`src/rtl/wb_pkg.sv`:
```
package wb_pkg;
  localparam int WB_SEL_W  = 6;
  localparam int WB_NTAP   = 1 << WB_SEL_W;
  localparam int WB_NREG   = 4;
  localparam int WB_IDX_W  = $clog2(WB_NREG);
  localparam int WB_NCH    = 2;
  localparam int WB_CH_W   = $clog2(WB_NCH);
  localparam int WB_DW     = 8;

  typedef enum logic [2:0] {
    OP_NOP      = 3'd0,
    OP_WR_WIPER = 3'd1,
    OP_RD_WIPER = 3'd2,
    OP_WR_PRE   = 3'd3,
    OP_RD_PRE   = 3'd4,
    OP_COPY     = 3'd5
  } wb_op_e;
endpackage

```
`src/rtl/wb_tap_decode.sv`:
```
module wb_tap_decode #(
  parameter int SEL_W = 6,
  localparam int NTAP = 1 << SEL_W
) (
  input  logic [SEL_W-1:0] sel,
  output logic [NTAP-1:0]  onehot
);
  for (genvar t = 0; t < NTAP; t++) begin : g_tap
    assign onehot[t] = (sel == SEL_W'(t));
  end
endmodule

```
`src/rtl/wb_channel.sv`:
```
module wb_channel #(
  parameter int SEL_W = 6,
  parameter int NREG  = 4,
  localparam int IDX_W = $clog2(NREG)
) (
  input  logic                       clk,
  input  logic                       rst_n,
  input  logic                       we_wiper,
  input  logic                       we_pre,
  input  logic                       copy,
  input  logic [IDX_W-1:0]           idx,
  input  logic [SEL_W-1:0]           wdata,
  output logic [SEL_W-1:0]           wiper,
  output logic [NREG-1:0][SEL_W-1:0] pre
);
  always_ff @(posedge clk or negedge rst_n) begin
    if (!rst_n) begin
      wiper <= '0;
      pre   <= '0;
    end else begin
      if (we_pre) pre[idx] <= wdata;
      if (we_wiper)  wiper <= wdata;
      else if (copy) wiper <= pre[idx];
    end
  end
endmodule

```
`src/rtl/wb_read_port.sv`:
```
module wb_read_port #(
  parameter int SEL_W = 6,
  parameter int DW    = 8
) (
  input  logic             clk,
  input  logic             rst_n,
  input  logic             load,
  input  logic [SEL_W-1:0] value,
  input  logic             rd_ready,
  output logic             rd_valid,
  output logic [DW-1:0]    rd_data
);
  always_ff @(posedge clk or negedge rst_n) begin
    if (!rst_n) begin
      rd_valid <= 1'b0;
      rd_data  <= '0;
    end else if (load) begin
      rd_valid <= 1'b1;
      rd_data  <= DW'(value);
    end else if (rd_ready) begin
      rd_valid <= 1'b0;
    end
  end
endmodule

```
`src/rtl/wiper_bank.sv`:
```
module wiper_bank
  import wb_pkg::*;
(
  input  logic                              clk,
  input  logic                              rst_n,
  input  logic                              cmd_valid,
  output logic                              cmd_ready,
  input  logic [2:0]                        cmd_op,
  input  logic [WB_CH_W-1:0]                cmd_chan,
  input  logic [WB_IDX_W-1:0]               cmd_idx,
  input  logic [WB_DW-1:0]                  cmd_data,
  output logic                              rd_valid,
  input  logic                              rd_ready,
  output logic [WB_DW-1:0]                  rd_data,
  output logic [WB_NCH-1:0][WB_NTAP-1:0]    tap_sel
);
  wb_op_e op;
  logic   take;
  logic   rd_req;
  logic   unused_hi;
  logic [WB_SEL_W-1:0]                           wdata;
  logic [WB_NCH-1:0][WB_SEL_W-1:0]               wiper;
  logic [WB_NCH-1:0][WB_NREG-1:0][WB_SEL_W-1:0]  pre;
  logic [WB_SEL_W-1:0]                           rd_src;

  assign op        = wb_op_e'(cmd_op);
  assign cmd_ready = !rd_valid;
  assign take      = cmd_valid && cmd_ready;
  assign wdata     = cmd_data[WB_SEL_W-1:0];
  assign unused_hi = ^cmd_data[WB_DW-1:WB_SEL_W];
  assign rd_req    = take && (op == OP_RD_WIPER || op == OP_RD_PRE);
  assign rd_src    = (op == OP_RD_WIPER) ? wiper[cmd_chan] : pre[cmd_chan][cmd_idx];

  for (genvar c = 0; c < WB_NCH; c++) begin : g_ch
    logic hit;
    assign hit = take && (cmd_chan == WB_CH_W'(c));

    wb_channel #(.SEL_W(WB_SEL_W), .NREG(WB_NREG)) u_ch (
      .clk      (clk),
      .rst_n    (rst_n),
      .we_wiper (hit && op == OP_WR_WIPER),
      .we_pre   (hit && op == OP_WR_PRE),
      .copy     (hit && op == OP_COPY),
      .idx      (cmd_idx),
      .wdata    (wdata),
      .wiper    (wiper[c]),
      .pre      (pre[c])
    );

    wb_tap_decode #(.SEL_W(WB_SEL_W)) u_dec (
      .sel    (wiper[c]),
      .onehot (tap_sel[c])
    );
  end

  wb_read_port #(.SEL_W(WB_SEL_W), .DW(WB_DW)) u_rd (
    .clk      (clk),
    .rst_n    (rst_n),
    .load     (rd_req),
    .value    (rd_src),
    .rd_ready (rd_ready),
    .rd_valid (rd_valid),
    .rd_data  (rd_data)
  );
endmodule

```
`config.mk`:
```
export PLATFORM = sky130hd
export DESIGN_NAME = wiper_bank
export DESIGN_NICKNAME = d
export VERILOG_FILES = /design/src/rtl/wb_pkg.sv /design/src/rtl/wb_tap_decode.sv /design/src/rtl/wb_channel.sv /design/src/rtl/wb_read_port.sv /design/src/rtl/wiper_bank.sv
export SDC_FILE = /design/constraint.sdc
export NUM_CORES = 1
export LEC_CHECK = 0
export BUFFER_PORTS_ARGS = -buffer_cell sky130_fd_sc_hd__buf_2
export CAP_MARGIN = 10
export CORE_ASPECT_RATIO = 1.1
export CORE_MARGIN = 2
export CORE_UTILIZATION = 47
export CTS_CLUSTER_DIAMETER = 100
export DETAILED_ROUTE_END_ITERATION = 16
export PLACE_DENSITY = 0.77
export SETUP_SLACK_MARGIN = 0.05
export SYNTH_ARGS = -nofsm -noshare
export SYNTH_HDL_FRONTEND = slang
export SYNTH_SLANG_ARGS = --single-unit
```
`constraint.sdc`:
```
create_clock -name clk -period 3.8 [get_ports clk]
set_input_delay 0.38 -clock clk [delete_from_list [all_inputs] [get_ports clk]]
set_output_delay 0.38 -clock clk [all_outputs]
set_load 0.005 [all_outputs]
```
-- Yosys cells after proc, flatten, opt, wreduce, memory -nomap -nowiden
Cells that the tools add are included.
- flip-flop bits (word level): 67
- bits of input ports: 18
- logic and storage cells: 186
- magnitude comparators: 3
- equal/unequal tests: 131
- multiplexer cells: 21
- bitwise gates (word level): 1
- reduce and logical (&&, ||, !) cells: 18
- operators with widths (cell ; number):
    $eq 6x6->1 const B ; 64
    $eq 6x5->1 const B ; 32
    $eq 6x4->1 const B ; 16
    $mux 6 ; 11
    $bwmux 24 ; 2
    $eq 6x3->1 const B ; 8
    $mux 24 ; 2
    $bmux 6 s2 ; 3
    $eq 6x2->1 const B ; 4
    $demux 6 s2 ; 1
    $eq 6x1->1 const B ; 2
    $logic_not 6->1 ; 2
    $logic_and 1x1->1 ; 11
    $eq 3x2->1 const B ; 2
    $eq 3x3->1 const B ; 2
    $reduce_bool 2->1 ; 3
    $eq 3x1->1 const B ; 1
    $lt 2x3->1 const B ; 1
    $ge 2x1->1 const B ; 1
    $lt 1x2->1 const B ; 1
    $mux 1 ; 2
    $logic_not 1->1 ; 1
    $logic_or 1x1->1 ; 1
    $not 1->1 ; 1

-- Depth between registers and ports, before layout
Gate-level depths: netlist of run 1.
- depth after elaboration: 6
- gate-level depth with buffers: 6
- gate-level depth less buffers: 4

-- Modules after synthesis
From an unflattened synthesis of run 1, not the netlist that was laid out.
- cell total of the unflattened synthesis: 470
- area, all modules: 4640.7 µm²
- by module, submodules not included (module ; instances ; cells an instance ; area each (µm²) ; sequential area each (µm²)):
    wb_channel ; 2 ; 91 ; 1362.6 ; 750.7
    wb_tap_decode ; 2 ; 95 ; 461.7 ; 0.0
    wiper_bank ; 1 ; 79 ; 684.4 ; 0.0
    wb_read_port ; 1 ; 19 ; 307.8 ; 175.2

-- Least setup slack after synthesis of run 1
No wires, ideal clock.
- path type: register -> register
- from: register u_rd.rd_valid
- to: register g_ch[1].u_ch.pre[12] (netlist name)
- library setup time: 125 ps
- data arrival time: 1635 ps
- required time: 3675 ps
- setup slack: 2040 ps
- stages on the path, launching flop included: 6
- path buffers: 1
- period minus slack after synthesis: 1760 ps
- path through: dfrtp_1 -> nand4bb_1 -> or2_1 -> buf_2 -> nor3b_4 -> mux2_2
- cells in the longest elaborated chain, start to end: 4
- RTL lines (element ; RTL line ; text):
    start: declaration ; wb_read_port.sv:10 ; output logic rd_valid,
    start signal: assignment ; wb_read_port.sv:15 ; rd_valid <= 1'b0;
    start signal: assignment ; wb_read_port.sv:18 ; rd_valid <= 1'b1;
    start signal: assignment ; wb_read_port.sv:21 ; rd_valid <= 1'b0;
    $logic_not 1->1 ; wiper_bank.sv:27 ; assign cmd_ready = !rd_valid;
    $logic_and 1x1->1 ; wiper_bank.sv:28 ; assign take = cmd_valid && cmd_ready;
    $logic_and 1x1->1 ; wiper_bank.sv:36 ; assign hit = take && (cmd_chan == WB_CH_W'(c));
    $logic_and 1x1->1 ; wiper_bank.sv:42 ; .we_pre (hit && op == OP_WR_PRE),
    end signal: indexed assignment ; wb_channel.sv:21 ; if (we_pre) pre[idx] <= wdata;
    end: declaration ; wb_channel.sv:14 ; output logic [NREG-1:0][SEL_W-1:0] pre
Every way passes these cells.
A chain may end at the register's enable or synchronous reset.

==> PnR_summary.wiki, run 1 <==
{| class="wikitable"
! Metric !! Value
|-
| Maximum fanout encountered on the critical timing path || 9
|-
| Final hold vios || 0
|-
| Finish-stage setup viols || 0
|-
| Worst Setup Path Type || flop to primary output
|-
| CTS Root Buffer Type || clkbuf_8
|-
| Leakage || roughly 2.7 nW
|-
| Leading cell types by total area after synthesis || dfrtp_1 39%, mux2_2 13%, mux4_2 13%
|-
| Fraction of the mapped netlist area in compound gates || under 10%
|-
| Number of violations reported at the end of detailed-routing iteration 0 || 269
|-
| Arrival time at the worst endpoint || approximately 1.8 ns
|-
| Multiplexer area fraction after synthesis || 28.0%
|-
| Maximum capacitance violations || 0
|-
| Die area || around 10000 µm²
|-
| CTS resizes || 0
|-
| IR drop worst, VDD || 0.325 mV
|-
| Clock slew at the register clock pins of the worst setup and hold paths || ~0.070 ns
|-
| Initial Util || 48.3%
|-
| DIE WIDTH || 95.0 µm
|-
| Most frequently used flop master after synthesis || dfrtp_1
|-
| Area of the mapped netlist || 4280 µm²
|-
| Pins over their slew limit || 0
|-
| Worst endpoint required time || about 3.4 ns
|-
| Number of CTS-inserted buffers || 9
|-
| Clock Tree Buf Depth || 2
|-
| # IOs || 156
|-
| Post-synthesis adder-cell area fraction || 0%
|-
| Clock net sink count || 67
|-
| Clock skew || roughly 0.0077 ns
|-
| Via density || about 5.6
|-
| Launching point of the worst reg2reg path || u_rd.rd_valid
|-
| Cells along the critical path || nor2b_1 -> nand3_1 -> nor2_1 -> buf_2
|-
| Remaining antenna violation count || 0
|-
| Antenna fix cells || 0
|-
| Post-synth top area share || between 30% and 40%
|-
| Proportion of synthesized chip area in sequential cells || between 30% and 40%
|-
| Post-detail-place hpwl || slightly below 9 mm
|-
| Post-Route WL || about 12 mm
|-
| Average wire length per cell after detail routing || 16.9 µm
|-
| Worst slack on hold paths || 0.140 ns
|-
| Share of post-route cells with drive strength above 1 || a little over two fifths
|-
| Insertion delay to the later sink of the worst-skew pair || 0.35 ns
|-
| Kind of start point of the critical path || flop
|-
| Launch point of the critical path || g_ch[0].u_ch.wiper[2]
|-
| Slew of the pin with the lowest slew margin || approximately 0.85 ns
|-
| Critical path's largest stage delay || about 0.50 ns
|-
| Relative max-transition margin || 43.3%
|-
| Share of synthesized flip-flops with an asynchronous set or reset || 100%
|-
| Placeable core area || roughly 8900 µm²
|-
| Final critical-path required period || 2.22 ns
|-
| Standard-cell rows || 36
|-
| Chip Height || ~100 µm
|-
| Number of flops mapped to enable cells by yosys || 0
|-
| Global route total overflow || 0
|-
| Register Area || 1680 µm²
|-
| Number of distinct library cell variants in the gate-level netlist after synthesis || 31
|-
| Setup repair after global routing missed its margin || false
|-
| Max frequency || between 0.4 and 0.5 GHz
|-
| Placer's final routability congestion estimate || 0.833
|-
| Kind of end point of the critical path || primary output
|-
| Combinational family with the most area after synthesis || multiplexers
|-
| Synthesized area per cell || 9.39 µm²
|-
| Result of the run || complete, no violations
|-
| Simple-gate share of the synthesized area || a little under a quarter
|-
| Overall fraction of global-route tracks in use || about a quarter
|-
| Pwr per Cell Area || ~420 nW/µm²
|-
| Length of the first detailed-routing pass in iterations || 4
|-
| CTS H-tree lvls || 3
|-
| Synthesis-stage register bit count || 67
|-
| Final Util || approximately three fifths
|-
| Port Buf Inserts || 151
|-
| Final nets || around 600
|-
| Highest-delay cell along the critical path || dfrtp_1
|-
| Final setup TNS || 0 ns
|-
| Xor-xnor portion of the synthesized cell area || less than 1%
|-
| List of most frequent post-synthesis cells || 140 x nor2_1, 67 x dfrtp_1, 48 x mux2_2
|-
| Number of filler cells placed in the layout || around 770
|-
| Count leader, synth || nor2_1
|-
| Area occupied by multi-input gates || around 2400 µm²
|-
| Synthesis-to-finish area growth || 21.6%
|-
| Hold buffers post-CTS || 0
|-
| Remaining routing DRC violations || 0
|-
| Vias || slightly below 4k
|-
| Syn. warnings || 0
|-
| Clock tree from TritonCTS || yes
|-
| Cells after synthesis || 456
|-
| Maximum number of pins on one net before global-route repair || 40
|-
| Path class of the lowest-slack min-delay path || primary input to async pin
|-
| Largest area contributor in the synthesized netlist || dfrtp_1
|-
| Antenna violations before repair || 0
|-
| Number of setup buffers added after CTS || 0
|-
| First-pass GRT wire length || around 18 mm
|-
| Vias in the first global route || around 3.4k
|-
| Worst reg2reg path depth || 4
|-
| Tcrit/Tclk final || a little under 60%
|}
## logic make-up after synthesis
logic type / count (synthesis)
mux: 84
buf+inv: 41
simple gates: 225
xor+xnor: 1
other cells: 1
flops: 67
compound gates: 37
## report_power, final
part	switching (W)	internal [W]	total, W
sequential	0.000126	0.000826	0.000953
combinational	0.000358	0.000268	0.000626
clock	0.000253	0.000335	0.000587
total	0.000737	0.00143	0.00217
## per-layer routing
| metal | vias to the layer above | share of wire (%) | track usage [%] |
|---|---|---|---|
| met1 | 1876 | 40 | 30.0 |
| met2 | 187 | 52 | 41.3 |
| li1 | 1809 | - | - |
| met5 | - | 0 | 0 |
| met4 | 0 | 0.92 | 5.90 |
| met3 | 10 | 7.5 | 3.62 |
## cells in the final DEF, fill, tap and decap left out, types with 6 or more instances in the layout
cell type,instances
a21oi_1,24
a22o_1,6
buf_2,152
clkbuf_8,11
dfrtp_1,67
mux2_2,48
mux2i_1,12
mux4_2,24
nand2_1,35
nand2b_1,6
nand3_1,13
nor2_1,140
nor2b_1,14
o21ai_0,7
## through the flow
stage	cells	setup WS (ns)	area [µm²]	total power (W)
after floorplan	457	2.04	4290	0.00138
after global placement	683	1.55	5010	0.00156
after detailed placement	683	1.48	5010	0.00158
after CTS	698	1.63	5200	0.00218
after global routing	699	1.49	5210	0.00229
final	699	1.58	5210	0.00217
## worst paths after layout
path	endpoint	slack, ns
setup / recovery	tap_sel[7]	1.58
hold / removal	g_ch[1].u_ch.pre[1]	0.14
setup reg to reg	g_ch[1].u_ch.pre[17]	1.80
hold reg to reg	u_rd.rd_data[3]	0.51
max in group asynchronous	g_ch[0].u_ch.pre[9]	2.77
min in group clk	u_rd.rd_valid	0.22
## sequential cells by signal (all words and copies together), names as in the netlist
| signal | flops |
|---|---|
| g_ch.u_ch.pre | 48 |
| g_ch.u_ch.wiper | 12 |
| u_rd.rd_data | 6 |
| u_rd.rd_valid | 1 |
## final cells by class
cell class / count / share of cell area [%]
multi-input combinational: 349 / 46.5
sequential: 67 / 32.2
timing repair buffer: 153 / 14.7
clock buffer: 13 / 3.05
tap: 114 / 2.74
clock inverter: 2 / 0.673
inverter: 1 / 0.0721
## critical path, delay by kind of cell (launching register included)
| family | cells | cell delay [ns] |
|---|---|---|
| DFF | 1 | 0.50 |
| and+or+nand+nor | 3 | 0.81 |
| buffers and inverters | 1 | 0.19 |
(Power assumes the default switching activity.)
==> inputs of run 2 (changes only) <==
==> constraint.sdc (replaced) <==
create_clock -name clk -period 2.3 [get_ports clk]
set_input_delay 0.23 -clock clk [delete_from_list [all_inputs] [get_ports clk]]
set_output_delay 0.23 -clock clk [all_outputs]
set_load 0.005 [all_outputs]
==> run 2 against run 1 <==
Effect of this change: cell area increased by 1.1%; clock skew about the same; critical endpoint unchanged; hold slack worse by 0.073 ns; largest power group unchanged; global-route usage grew 0.82 points; die area unchanged; critical path depth is the same; count of clock-buffer cells in the layout did not move; sequential share of layout area decreased by 0.34 points; via count down 0.44%; clock power up 53%; largest cell class unchanged; utilization up 0.62 points.
==> PnR_summary.wiki, run 2 (synthesis results as in run 1) <==
{| class="wikitable"
! Metric !! Value
|-
| Clock slew at the register clock pins of the worst setup and hold paths || approximately 0.070 ns
|-
| Critical path's largest stage delay || ~0.50 ns
|-
| Vias || slightly below 4k
|-
| Antenna violations before repair || 1
|-
| Setup WS post-layout || 0.265 ns
|-
| CTS resizes || 0
|-
| Met3 usage in global routing || 4.78%
|-
| Number of filler cells placed in the layout || 744
|-
| Arrival time at the worst endpoint || approximately 1.8 ns
|-
| Relative max-transition margin || between 40% and 50%
|-
| Max frequency || about 0.5 GHz
|-
| Worst Setup Path Type || flop to primary output
|-
| CTS H-tree lvls || 3
|-
| Part of the total power dissipated in the clock network || about a quarter
|-
| Number of CTS-inserted buffers || 9
|-
| Clock skew || between 0.008 and 0.009 ns
|-
| IR drop worst, VDD || between 0.4 and 0.5 mV
|-
| Port Buf Inserts || between 150 and 200
|-
| Result of the run || complete, no violations
|-
| Clock net sink count || between 60 and 70
|-
| Pins over their slew limit || 0
|-
| Kind of end point of the critical path || primary output
|-
| Insertion delay to the later sink of the worst-skew pair || roughly 0.35 ns
|-
| Remaining routing DRC violations || 0
|-
| Setup repair after global routing missed its margin || false
|-
| Most common cell after layout, fill and taps aside || buf_2
|-
| Final setup TNS || 0 ns
|-
| Placeable core area || about 8900 µm²
|-
| # IOs || between 150 and 200
|-
| DIE WIDTH || roughly 95 µm
|-
| Via density || roughly 5.5
|-
| Post-DP Area || 5070 µm²
|-
| Tcrit/Tclk final || between 80% and 90%
|-
| Power Internal || ~0.0023 W
|-
| Setup slack after placement || about 0.24 ns
|-
| Maximum number of pins on one net before global-route repair || 68
|-
| Global route total overflow || 0
|-
| Capture point of the worst reg-to-reg path || g_ch[1].u_ch.pre[21]
|-
| Clock Tree Buf Depth || 2
|-
| Overall fraction of global-route tracks in use || between 20% and 30%
|-
| Maximum fanout encountered on the critical timing path || 9
|-
| Net switching component of the power || ~0.0012 W
|-
| Biggest registers after layout || g_ch.u_ch.pre x48, g_ch.u_ch.wiper x12, u_rd.rd_data x6
|-
| Chip Height || around 100 µm
|-
| Post-detail-place hpwl || 8.79 mm
|-
| Reg with most FFs || g_ch.u_ch.pre
|-
| Clock tree from TritonCTS || yes
|-
| Die area || 9890 µm²
|-
| Share of post-route cells with drive strength above 1 || a little over two fifths
|-
| Flip-flop count of the largest register, all copies and words added || 48
|-
| Reg2reg setup slack || 0.32 ns
|-
| Met2 Resource Use GR || roughly two fifths
|-
| Final critical-path required period || 2.04 ns
|-
| Launching point of the worst reg2reg path || u_rd.rd_valid
|-
| Number of violations reported at the end of detailed-routing iteration 0 || roughly 260
|-
| Highest-delay cell along the critical path || dfrtp_1
|-
| Worst reg2reg path depth || 4
|-
| Finish-stage setup viols || 0
|-
| Average wire length per cell after detail routing || between 15 and 20 µm
|-
| Length of the first detailed-routing pass in iterations || 4
|-
| Final nets || about 610
|-
| Overall power after layout || between 0.003 and 0.004 W
|-
| Maximum capacitance violations || 0
|-
| Post-route standard cell area excluding fillers || ~5300 µm²
|-
| First-pass GRT wire length || 18.4 mm
|-
| Commonest non-fill, non-tap cells in the layout || 151 x buf_2, 140 x nor2_1, 67 x dfrtp_1, 48 x mux2_2, 35 x nand2_1
|-
| Global routing's busiest layer || met2
|-
| Worst endpoint required time || between 2 and 2.5 ns
|-
| Pwr per Cell Area || ~670 nW/µm²
|-
| Post-Route WL || ~12 mm
|-
| Synthesis-to-finish area growth || 22.9%
|-
| Number of cells on the worst hold path || 2
|-
| Worst hold start || rd_ready
|-
| Share of power burned in combinational logic || a little under 30%
|-
| Placer's final routability congestion estimate || about 0.87
|-
| Initial Util || a little under 50%
|-
| Kind of start point of the critical path || flop
|-
| Proportion of total power due to net switching || 34.8%
|-
| Sequential cell fraction of total power || 44.8%
|-
| Path class of the lowest-slack min-delay path || primary input to flop
|-
| Antenna fix cells || 0
|-
| Slew of the pin with the lowest slew margin || ~0.84 ns
|-
| GRT met1 Usage || between 30% and 40%
|-
| Remaining antenna violation count || 0
|-
| Worst slack on hold paths || ~0.067 ns
|-
| Leakage || ~2.7 nW
|-
| Vias in the first global route || around 3.5k
|-
| Standard-cell rows || 36
|-
| End point of the worst hold path || u_rd.rd_valid
|-
| CTS Root Buffer Type || clkbuf_8
|-
| Final hold vios || 0
|-
| Cells along the critical path || nor2b_1 -> nand3_1 -> nor2_1 -> buf_2
|}
## run 2: changes by cell type in the layout (fill, tap and decap cells not counted)
cell           before  now
buf_4               1    7
buf_12              0    1
buf_2             152  151
bufinv_16           1    0
clkbuf_1            2    1
clkbuf_8           11   12
clkinv_2            1    2
dlygate4sd3_1       0    1
## run 2: cell type report
class	instances	area [µm²]	share of cell area (%)
clock buffers	13	169	3.21
clock inverters	2	10.0	0.190
inverters	1	3.75	0.0713
multi-input cells	349	2420	46.0
flip-flops and latches	67	1680	31.9
well taps	114	143	2.71
repair buffers	160	838	15.9
## run 2: repair_timing
action,CTS,global route
hold buffers,1,0
setup buffers,0,0
hold endpoints to repair,67,0
setup endpoints to repair,0,0
## run 2: through the flow
step                      std cells  util [%]
after floorplan                 457         -
after global placement          690      57.2
after detailed placement        690      57.2
after CTS                       706      59.3
after global routing            706      59.3
final                           706      59.3
## run 2: layer usage
metal  wire [µm]  up-vias
met5          13        -
met4         240        2
met3         781       26
met2        6030      175
met1        4760     1854
li1            -     1808
## run 2: power groups by stage
| stage | Sequential [W] | Combinational, W | Clock (W) |
|---|---|---|---|
| 2_1_floorplan | 0.00147 | 0.000814 | 0 |
| 3_3_place_gp | 0.00158 | 0.00100 | 0 |
| 3_5_place_dp | 0.00159 | 0.00103 | 0 |
| 4_1_cts | 0.00157 | 0.00104 | 0.000925 |
| 5_1_grt | 0.00161 | 0.00114 | 0.000977 |
| 6_report | 0.00157 | 0.00104 | 0.000897 |
## run 2: critical path: cells and delay by family (launching register included)
family | cells | cell delay, ns
AND/OR/NAND/NOR | 3 | 0.78
flip-flops | 1 | 0.50
buffers and inverters | 1 | 0.17
## run 2: how the worst max path moves through the flow
| stage | start | to | slack, ns |
|---|---|---|---|
| floorplan | u_rd.rd_valid | g_ch[1].u_ch.pre[12] | 0.54 |
| global placement | cmd_idx[1] | u_rd.rd_data[2] | 0.28 |
| detailed placement | cmd_idx[1] | u_rd.rd_data[0] | 0.24 |
| CTS | g_ch[0].u_ch.wiper[2] | tap_sel[7] | 0.25 |
| global route | g_ch[0].u_ch.wiper[2] | tap_sel[7] | 0.16 |
| finish | g_ch[0].u_ch.wiper[2] | tap_sel[7] | 0.26 |
==> inputs of run 3 (changes only) <==
--- a/config.mk
+++ b/config.mk
@@ -12,7 +12,7 @@
 export CORE_UTILIZATION = 47
 export CTS_CLUSTER_DIAMETER = 100
 export DETAILED_ROUTE_END_ITERATION = 16
-export PLACE_DENSITY = 0.77
+export PLACE_DENSITY = 0.82
 export SETUP_SLACK_MARGIN = 0.05
 export SYNTH_ARGS = -nofsm -noshare
 export SYNTH_HDL_FRONTEND = slang
==> run 3 against run 2 <==
Effect of this change: global-route usage shrank 0.52 points; cell area decreased by 0.36%; clock skew fell by 0.0027 ns; critical endpoint is now g_ch[1].u_ch.pre[15].
==> PnR_summary.wiki, run 3 (synthesis results as in run 1) <==
{| class="wikitable"
! Metric !! Value
|-
| Most common cell after layout, fill and taps aside || buf_2
|-
| Vias || ~3.9k
|-
| Placeable core area || a little under 9000 µm²
|-
| End point of the worst hold path || u_rd.rd_valid
|-
| Antenna fix cells || 0
|-
| Finish-stage setup viols || 0
|-
| Share of power burned in combinational logic || roughly 30%
|-
| Biggest registers after layout || g_ch.u_ch.pre x48, g_ch.u_ch.wiper x12, u_rd.rd_data x6
|-
| Highest-delay cell along the critical path || nor3b_4
|-
| Maximum number of pins on one net before global-route repair || 43
|-
| Setup WS post-layout || 0.268 ns
|-
| # IOs || roughly 160
|-
| Final nets || 606
|-
| Kind of end point of the critical path || flop
|-
| CTS Root Buffer Type || clkbuf_8
|-
| Path class of the lowest-slack min-delay path || primary input to flop
|-
| Leakage || 2.72 nW
|-
| Cells along the critical path || nand4bb_1 -> or2_1 -> nor3b_4 -> mux2_2
|-
| Reg with most FFs || g_ch.u_ch.pre
|-
| Commonest non-fill, non-tap cells in the layout || 151 x buf_2, 140 x nor2_1, 67 x dfrtp_1, 48 x mux2_2, 35 x nand2_1
|-
| Clock tree from TritonCTS || yes
|-
| Maximum capacitance violations || 0
|-
| Slew of the pin with the lowest slew margin || around 0.84 ns
|-
| Relative max-transition margin || between 40% and 50%
|-
| Tcrit/Tclk final || approximately nine tenths
|-
| Pins over their slew limit || 0
|-
| Port Buf Inserts || ~150
|-
| Max frequency || 0.492 GHz
|-
| Number of cells on the worst hold path || 2
|-
| Number of violations reported at the end of detailed-routing iteration 0 || between 200 and 250
|-
| Worst reg2reg path depth || 4
|-
| Number of filler cells placed in the layout || 758
|-
| Final hold vios || 0
|-
| Average wire length per cell after detail routing || between 15 and 20 µm
|-
| Vias in the first global route || ~3.6k
|-
| Setup slack after placement || 0.222 ns
|-
| DIE WIDTH || 95.0 µm
|-
| Maximum fanout encountered on the critical timing path || 6
|-
| Capture point of the worst reg-to-reg path || g_ch[1].u_ch.pre[15]
|-
| Synthesis-to-finish area growth || 22.5%
|-
| Post-detail-place hpwl || 8.43 mm
|-
| Final Util || approximately 60%
|-
| CTS H-tree lvls || 3
|-
| Launching point of the worst reg2reg path || u_rd.rd_valid
|-
| Final critical-path required period || ~2 ns
|-
| Flip-flop count of the largest register, all copies and words added || 48
|-
| Clock Tree Buf Depth || 2
|-
| Share of post-route cells with drive strength above 1 || a little over two fifths
|-
| Length of the first detailed-routing pass in iterations || 4
|-
| Clock net sink count || 67
|-
| Initial Util || around half
|-
| Clock skew || around 0.0055 ns
|-
| Number of setup buffers added after CTS || 0
|-
| Power Internal || ~0.0022 W
|-
| Via density || 5.47
|-
| Reg2reg setup slack || 0.27 ns
|-
| IR drop worst, VDD || about 0.46 mV
|-
| Remaining antenna violation count || 0
|-
| Overall power after layout || about 0.0035 W
|-
| Net switching component of the power || 0.00124 W
|-
| Area occupied by multi-input gates || 2420 µm²
|-
| Post-route standard cell area excluding fillers || about 5200 µm²
|-
| Result of the run || complete, no violations
|-
| Standard-cell rows || 36
|-
| Remaining routing DRC violations || 0
|-
| Number of CTS-inserted buffers || 9
|-
| Worst endpoint required time || around 2.5 ns
|-
| Final setup TNS || 0 ns
|-
| Post-Route WL || between 10 and 15 mm
|-
| Chip Height || ~100 µm
|-
| Worst Setup Path Type || flop to flop
|-
| Arrival time at the worst endpoint || 2.27 ns
|-
| Clock slew at the register clock pins of the worst setup and hold paths || ~0.07 ns
|-
| Sequential cell fraction of total power || a little under half
|-
| Post-DP Area || about 5000 µm²
|-
| Die area || roughly 10000 µm²
|-
| Register Area || around 1700 µm²
|-
| Worst hold start || rd_ready
|-
| Part of the total power dissipated in the clock network || roughly a quarter
|-
| Setup repair after global routing missed its margin || false
|-
| Overall fraction of global-route tracks in use || roughly a quarter
|-
| Antenna violations before repair || 0
|-
| Proportion of total power due to net switching || a little over a third
|-
| First-pass GRT wire length || 18.4 mm
|-
| Kind of start point of the critical path || flop
|-
| Pwr per Cell Area || 660 nW/µm²
|-
| Placer's final routability congestion estimate || approximately 0.85
|-
| Global route total overflow || 0
|-
| Critical path's largest stage delay || a little under 0.5 ns
|-
| Insertion delay to the later sink of the worst-skew pair || 0.35 ns
|}
[run 3: cell types whose count changed in the layout (fill, tap and decap cells not counted)]
cell | before | now
clkbuf_8 | 12 | 10
clkbuf_1 | 1 | 2
clkinv_2 | 2 | 3
[run 3: metal layers]
layer  share of wire [%]  global-route usage, %
met5                   0                      0
met4                 1.6                   7.45
met3                 6.0                   4.49
met2                  50                   40.6
met1                  42                   30.4
[run 3: power groups by stage]
stage | Sequential [W] | Clock [W] | Combinational [W]
after global routing | 0.00161 | 0.000915 | 0.00115
after CTS | 0.00158 | 0.000854 | 0.00104
after detailed placement | 0.00160 | 0 | 0.00104
after global placement | 0.00158 | 0 | 0.00100
after floorplan | 0.00147 | 0 | 0.000814
final | 0.00158 | 0.000846 | 0.00104
[run 3: area by class of cell]
cell class / instances / area share (%)
multi-input combinational: 349 / 46.2
sequential: 67 / 32.0
timing repair buffer: 160 / 16.0
clock buffer: 12 / 2.77
tap: 114 / 2.72
clock inverter: 3 / 0.286
inverter: 1 / 0.0716
[run 3: through the flow]
step	hold WS, ns	cells
3_5_place_dp	0.266	690
3_3_place_gp	0.249	690
4_1_cts	0.0733	706
5_1_grt	0.0950	706
2_1_floorplan	-0.0656	457
6_report	0.0771	706
[run 3: timing repair]
item	4_1_cts	5_1_grt
hold buffers	1	0
hold endpoints to repair	25	0
resized for setup	0	0
[run 3: how the worst max path moves through the flow]
| stage | start | endpoint | slack [ns] |
|---|---|---|---|
| after floorplan | u_rd.rd_valid | g_ch[1].u_ch.pre[12] | 0.54 |
| after global placement | cmd_idx[1] | u_rd.rd_data[5] | 0.28 |
| after detailed placement | cmd_idx[1] | u_rd.rd_data[5] | 0.22 |
| after CTS | u_rd.rd_valid | g_ch[1].u_ch.pre[10] | 0.28 |
| after global routing | u_rd.rd_valid | g_ch[1].u_ch.pre[7] | 0.22 |
| final | u_rd.rd_valid | g_ch[1].u_ch.pre[15] | 0.27 |
[run 3: critical path: cells and delay by family, from the launching register on]
family	cells	cell delay, ns
DFF	1	0.44
muxes	1	0.39
and+or+nand+nor	3	1.09
